==> src/rtl/swc_pkg.sv <==
package swc_pkg;
  localparam int unsigned SWC_AW_DEF = 4;
  localparam int unsigned SWC_MW_DEF = 15;
  typedef enum logic { PM_WIDE = 1'b0, PM_NARROW = 1'b1 } pmode_e;
endpackage

==> src/rtl/swc_word_pick.sv <==
module swc_word_pick #(
  parameter int unsigned AW = 4,
  parameter int unsigned MW = 15,
  parameter int unsigned MIN_M_WIDE = 16,
  parameter int unsigned MIN_M_NARROW = 7
) (
  input  logic [AW-1:0] a0_i,
  input  logic [MW-1:0] m0_i,
  input  logic [AW-1:0] a1_i,
  input  logic [MW-1:0] m1_i,
  input  logic          sel_b_i,
  input  swc_pkg::pmode_e mode_i,
  output logic [AW-1:0] a_o,
  output logic [MW-1:0] m_o,
  output logic          ok_o
);
  logic [AW-1:0] a_raw;
  logic [MW-1:0] m_floor;

  always_comb begin
    a_raw = sel_b_i ? a1_i : a0_i;
    m_o   = sel_b_i ? m1_i : m0_i;
    if (mode_i == swc_pkg::PM_NARROW) begin
      a_o     = {1'b0, a_raw[AW-2:0]};
      m_floor = MW'(MIN_M_NARROW);
    end else begin
      a_o     = a_raw;
      m_floor = MW'(MIN_M_WIDE);
    end
    ok_o = (m_o >= m_floor) && (m_o >= {{(MW-AW){1'b0}}, a_o});
  end
endmodule

==> src/rtl/swc_main_ctr.sv <==
module swc_main_ctr #(
  parameter int unsigned MW = 15
) (
  input  logic          clk,
  input  logic          rst,
  input  logic          ok_i,
  input  logic [MW-1:0] m_i,
  output logic          bound_o,
  output logic          div_o,
  output logic          err_o
);
  logic [MW-1:0] left_q;

  assign bound_o = (left_q == '0);

  always_ff @(posedge clk) begin
    if (rst) begin
      left_q <= '0;
      div_o  <= 1'b0;
      err_o  <= 1'b0;
    end else if (bound_o) begin
      div_o <= 1'b0;
      if (ok_i) begin
        left_q <= m_i - 1'b1;
        err_o  <= 1'b0;
      end else begin
        err_o <= 1'b1;
      end
    end else begin
      left_q <= left_q - 1'b1;
      div_o  <= (left_q == MW'(1));
    end
  end

  AST_PULSE_AT_END: assert property (@(posedge clk) disable iff (rst)
    div_o |-> bound_o);
  AST_PULSE_ONE_WIDE: assert property (@(posedge clk) disable iff (rst)
    div_o |=> !div_o);
endmodule

==> src/rtl/swc_swallow_ctr.sv <==
module swc_swallow_ctr #(
  parameter int unsigned AW = 4
) (
  input  logic          clk,
  input  logic          rst,
  input  logic          bound_i,
  input  logic          ok_i,
  input  logic [AW-1:0] a_i,
  output logic          mod_o
);
  logic [AW-1:0] rem_q;

  always_ff @(posedge clk) begin
    if (rst) begin
      rem_q <= '0;
      mod_o <= 1'b0;
    end else if (bound_i) begin
      rem_q <= ok_i ? a_i : '0;
      mod_o <= ok_i && (a_i != '0);
    end else if (rem_q != '0) begin
      rem_q <= rem_q - 1'b1;
      mod_o <= (rem_q > AW'(1));
    end else begin
      mod_o <= 1'b0;
    end
  end

  AST_MOD_NO_RERISE: assert property (@(posedge clk) disable iff (rst)
    (!bound_i && !mod_o) |=> !mod_o);
endmodule

==> src/rtl/swallow_divider.sv <==
module swallow_divider #(
  parameter int unsigned AW = swc_pkg::SWC_AW_DEF,
  parameter int unsigned MW = swc_pkg::SWC_MW_DEF,
  parameter int unsigned MIN_M_WIDE = 16,
  parameter int unsigned MIN_M_NARROW = 7
) (
  input  logic          clk,
  input  logic          rst,
  input  logic          narrow_mode,
  input  logic          sel_b,
  input  logic [AW-1:0] word0_swallow,
  input  logic [MW-1:0] word0_main,
  input  logic [AW-1:0] word1_swallow,
  input  logic [MW-1:0] word1_main,
  output logic          mod_ctl,
  output logic          div_out,
  output logic          word_err
);
  swc_pkg::pmode_e mode;
  logic [AW-1:0]   a_sel;
  logic [MW-1:0]   m_sel;
  logic            word_ok;
  logic            at_bound;

  assign mode = narrow_mode ? swc_pkg::PM_NARROW : swc_pkg::PM_WIDE;

  swc_word_pick #(.AW(AW), .MW(MW), .MIN_M_WIDE(MIN_M_WIDE),
                  .MIN_M_NARROW(MIN_M_NARROW)) u_pick (
    .a0_i(word0_swallow), .m0_i(word0_main),
    .a1_i(word1_swallow), .m1_i(word1_main),
    .sel_b_i(sel_b), .mode_i(mode),
    .a_o(a_sel), .m_o(m_sel), .ok_o(word_ok)
  );

  swc_main_ctr #(.MW(MW)) u_main (
    .clk(clk), .rst(rst), .ok_i(word_ok), .m_i(m_sel),
    .bound_o(at_bound), .div_o(div_out), .err_o(word_err)
  );

  swc_swallow_ctr #(.AW(AW)) u_swal (
    .clk(clk), .rst(rst), .bound_i(at_bound), .ok_i(word_ok),
    .a_i(a_sel), .mod_o(mod_ctl)
  );

  AST_ERR_SILENT: assert property (@(posedge clk) disable iff (rst)
    word_err |-> (!div_out && !mod_ctl));
  AST_RESET_QUIET: assert property (@(posedge clk)
    $past(rst) |-> (!div_out && !mod_ctl && !word_err));
endmodule

==> config.mk <==
export PLATFORM = sky130hd
export DESIGN_NAME = swallow_divider
export DESIGN_NICKNAME = d
export VERILOG_FILES = /design/src/rtl/swc_pkg.sv /design/src/rtl/swc_word_pick.sv /design/src/rtl/swc_main_ctr.sv /design/src/rtl/swc_swallow_ctr.sv /design/src/rtl/swallow_divider.sv
export SDC_FILE = /design/constraint.sdc
export NUM_CORES = 1
export LEC_CHECK = 0
export BUFFER_PORTS_ARGS = -buffer_cell sky130_fd_sc_hd__buf_2
export CAP_MARGIN = 20
export CORE_ASPECT_RATIO = 1.75
export CORE_MARGIN = 5
export CORE_UTILIZATION = 54
export CTS_BUF_LIST = sky130_fd_sc_hd__clkbuf_16
export DETAILED_ROUTE_END_ITERATION = 16
export GPL_ROUTABILITY_DRIVEN = 0
export GPL_TIMING_DRIVEN = 0
export PLACE_DENSITY = 0.92
export SLEW_MARGIN = 20
export SYNTH_ARGS = -nofsm -noshare
export SYNTH_HDL_FRONTEND = slang
export SYNTH_HIERARCHICAL = 1
export SYNTH_SLANG_ARGS = --single-unit
==> constraint.sdc <==
create_clock -name clk -period 4.02 [get_ports clk]
set_input_delay 0.402 -clock clk [delete_from_list [all_inputs] [get_ports clk]]
set_output_delay 0.402 -clock clk [all_outputs]
set_load 0.05 [all_outputs]
==> results.txt <==
The count of boundary I/O pins came out at 45. The top fanout value on the critical path is 10. The shortest period the worst path allows is around 3.4 ns. The total track usage came out at 21.2%.

The clock input transition at the sequential cells of the worst setup and hold paths is about 0.060 ns. Counting the buffers created by CTS gives 3. After layout, the worst path uses a little over four fifths of the clock period. The number of global-route vias before repair came out at about 1900. The worst min-delay path class is in2reg. The maximum buffer depth of the clock tree came out at 2. The number of slew-limit violations in the final report is 0. The static leakage is ~1 nW.

STA classifies the critical path startpoint as a primary input. The starting density of the core is between 50% and 60%. The number of vias in the routed layout is around 1900.

The post-synthesis async set-or-reset flop share came out at 0%. The standard-cell row count is 28. For the pin with the worst max-slew slack, the measured transition is about 0.75 ns. The share of layout cells above drive strength 1 is between 20% and 30%. The required time of the critical path came out at just over 4 ns. The internal portion of total power is about 0.80 mW. The number of antenna violations at the first check in global routing is 0. The clock network latency to the later pin of the worst-skew pair came out at approximately 0.25 ns.

The number of nets with antenna violations after routing is 0. The routed wire length per instance came out at approximately 14 um. After routing, the total negative slack on setup checks comes to 0 ns. The first global-routing pass estimated around 7.7 mm of wire.

The floorplan step defined a die boundary enclosing 0.00487 mm^2. After synthesis, the netlist uses 50 different library cells. The largest vdd supply drop came out at roughly 0.38 mV. The number of DRC markers in iteration 0 came out at 20. The root buffer cell chosen for the clock tree is sky130_fd_sc_hd__clkbuf_16. The clock drives 22 sinks. The height of the die is 88.6 um.

The post-CTS resize count came out at 0. The power share of the clock group came out at around 14%. Static timing analysis puts the maximum clock frequency at roughly 290 MHz. The critical path is of the in2reg type. Synthesis produced a netlist with a net count of 288. The area added between synthesis and finish is 18.4%.

In this run, the combinational gates consume a little under three fifths of the power. The number of search-and-repair iterations in the first detailed-routing pass is 4. The number of synthesized register bits came out at 22. The final cell utilization of the core is about 66%.

Of the total power, the share spent switching nets is 43.4%. The flow ran to the end, and the final reports show no timing, DRC or antenna violations. sky130_fd_sc_hd__dfxtp_1 takes more of the synthesized area than any other cell. After synthesis the cells add up to approximately 0.0019 mm^2. The Yosys step of the flow raised 6 warnings.

The quantity of hold-fixing buffers added after cts is 0. The power per unit of standard cell area came out at about 620 mW/mm^2. The net count of the finished layout is between 300 and 400. In the synthesized netlist the dominant register cell turns out to be sky130_fd_sc_hd__dfxtp_1. After synthesis, flip-flops and latches occupy roughly 23% of the total area. Synthesis produced a netlist whose cell count is roughly 230. Setup repair after global routing left no endpoint under its margin. The number of synthesized flops with an enable pin came out at 0. Ranked by total cell area, the synthesized netlist is headed by sky130_fd_sc_hd__dfxtp_1 23%, sky130_fd_sc_hd__ha_1 9.2%, sky130_fd_sc_hd__mux2_2 6.5%, sky130_fd_sc_hd__nor3_1 4.5%, sky130_fd_sc_hd__xnor2_1 4.1%. The post-synthesis area per instance came out at just over 8 um^2. The H-tree depth is 1.

The number of antenna diodes in the final layout is 0. Setup violations remaining at the end of the flow were counted as 0. The sequential fraction of design power came out at between 20 and 30%.

The detailed-route wire length is between 4 and 5 mm. The data arrival at the endpoint of the critical path came out at 3.54 ns. The number of buffer cells added on primary ports came out at 44. Across the run, the number of max-cap violations was 0. The CTS tree is done.

The share of synthesized area in the top cell type comes to 23.1%. The area of the core is 0.00340 mm^2. The net switching power figure came out at 0.612 mW. The width of the die came out at ~55 um. Buffers added to address setup during post-CTS repair amount to 0. The headroom to the max-slew limit is around 50%. The hold violation count in the final report came out at 0. STA classifies the critical path endpoint as a register. The post-route clock skew is approximately 0.0031 ns. Dividing the detail-routed via count by the number of cells gives around 5.7. The largest net degree at the start of global routing is 16.

The detailed-route DRC error count is 0. After filler insertion, the fill cell instance count of the layout stands at 297. The placed wire-length estimate after detailed placement is roughly 3.7 mm. The total overflow left after global routing is 0.
-- routing by layer --
metal / vias to the layer above / GRT usage (%) / share of wire [%]
met5: - / 0 / 0
met4: 0 / 12.8 / 3.0
met3: 11 / 2.70 / 4.1
met2: 47 / 39.4 / 55
met1: 849 / 20.9 / 37
li1: 955 / - / -
-- logic make-up after synthesis --
family,Yosys count,share of synthesized area (%)
compound gates,47,16.0
xor+xnor,17,7.80
fa+ha+maj,14,9.18
buf+inv,24,5.57
flops,22,23.1
mux,22,12.8
simple gates,86,25.6
-- power by group through the flow --
stage	logic [mW]	clock network (mW)	registers, mW
after floorplan	0.623	0	0.413
after global placement	0.771	0	0.398
after detailed placement	0.798	0	0.403
after CTS	0.802	0.212	0.399
after global routing	0.916	0.218	0.416
final	0.806	0.205	0.401
-- cells in the final DEF (no fill, tap or decap), types with 3 or more instances in the layout --
| cell | count |
|---|---|
| sky130_fd_sc_hd__a21oi_1 | 13 |
| sky130_fd_sc_hd__mux2_2 | 11 |
| sky130_fd_sc_hd__inv_1 | 16 |
| sky130_fd_sc_hd__o21ai_0 | 9 |
| sky130_fd_sc_hd__clkbuf_16 | 3 |
| sky130_fd_sc_hd__buf_2 | 45 |
| sky130_fd_sc_hd__a211oi_1 | 8 |
| sky130_fd_sc_hd__mux2i_1 | 6 |
| sky130_fd_sc_hd__ha_1 | 14 |
| sky130_fd_sc_hd__xnor2_1 | 9 |
| sky130_fd_sc_hd__clkbuf_1 | 3 |
| sky130_fd_sc_hd__nor2_1 | 15 |
| sky130_fd_sc_hd__dfxtp_1 | 22 |
| sky130_fd_sc_hd__buf_4 | 3 |
| sky130_fd_sc_hd__nor4_1 | 11 |
| sky130_fd_sc_hd__nand2_1 | 16 |
| sky130_fd_sc_hd__mux2_1 | 4 |
| sky130_fd_sc_hd__nor3_1 | 17 |
| sky130_fd_sc_hd__xor2_1 | 8 |
| sky130_fd_sc_hd__a22o_1 | 3 |
| sky130_fd_sc_hd__or4_1 | 6 |
-- worst max-delay path: stages --
cell,delay [ns]
sky130_fd_sc_hd__buf_2,0.14
sky130_fd_sc_hd__clkbuf_4,0.25
sky130_fd_sc_hd__buf_2,0.29
sky130_fd_sc_hd__mux2_1,0.45
sky130_fd_sc_hd__ha_1,0.32
sky130_fd_sc_hd__o21ai_0,0.08
sky130_fd_sc_hd__nand2_1,0.06
sky130_fd_sc_hd__a2111oi_0,0.45
sky130_fd_sc_hd__o211ai_1,0.37
sky130_fd_sc_hd__and2_1,0.26
sky130_fd_sc_hd__buf_4,0.15
sky130_fd_sc_hd__a211oi_1,0.23
sky130_fd_sc_hd__a211oi_1,0.08
-- per-stage QoR --
stage | cell area, um^2 | total power [mW] | setup slack (ns) | instances | hold slack [ns]
CTS | 2260 | 1.41 | 0.615 | 324 | 0.469
floorplan | 1910 | 1.04 | 0.961 | 232 | 0.450
detailed placement | 2180 | 1.20 | 0.337 | 321 | 0.480
global route | 2260 | 1.55 | 0.343 | 324 | 0.494
finish | 2260 | 1.41 | 0.606 | 324 | 0.472
global placement | 2180 | 1.17 | 0.379 | 321 | 0.467
-- sequential cells by signal, summed over array words and instances (netlist names) --
name,count
u_main/div_o,1
u_main/err_o,1
u_main/left_q,15
u_swal/rem_q,4
u_swal/mod_o,1
-- cell usage after synthesis, types with 3 or more instances --
library cell               instances
sky130_fd_sc_hd__dfxtp_1          22
sky130_fd_sc_hd__nor3_1           17
sky130_fd_sc_hd__inv_1            16
sky130_fd_sc_hd__nand2_1          16
sky130_fd_sc_hd__nor2_1           15
sky130_fd_sc_hd__ha_1             14
sky130_fd_sc_hd__a21oi_1          13
sky130_fd_sc_hd__mux2_2           11
sky130_fd_sc_hd__nor4_1           11
sky130_fd_sc_hd__o21ai_0           9
sky130_fd_sc_hd__xnor2_1           9
sky130_fd_sc_hd__a211oi_1          8
sky130_fd_sc_hd__xor2_1            8
sky130_fd_sc_hd__mux2i_1           6
sky130_fd_sc_hd__or4_1             6
sky130_fd_sc_hd__mux2_1            4
sky130_fd_sc_hd__a22o_1            3
sky130_fd_sc_hd__buf_4             3
sky130_fd_sc_hd__clkbuf_1          3
-- area by class of cell --
type | count | area, um^2 | area share, %
Timing Repair Buffer | 44 | 220 | 9.75
Inverter | 16 | 60.1 | 2.66
Clock buffer | 3 | 75.1 | 3.32
Sequential cell | 22 | 440 | 19.5
Tap cell | 45 | 56.3 | 2.49
Buffer | 8 | 46.3 | 2.05
Multi-Input combinational cell | 186 | 1360 | 60.2
-- path summary, 6_finish.rpt --
kind / startpoint / endpoint / slack, ns / cells past startpoint
max reg2reg: u_main/left_q[0] / u_main/left_q[10] / 1.67 / 7
min: rst / u_swal/mod_o / 0.47 / 2
max: sel_b / u_main/left_q[5] / 0.61 / 13
min reg2reg: u_main/left_q[6] / u_main/left_q[6] / 0.49 / 1
(Power assumes the default switching activity.)
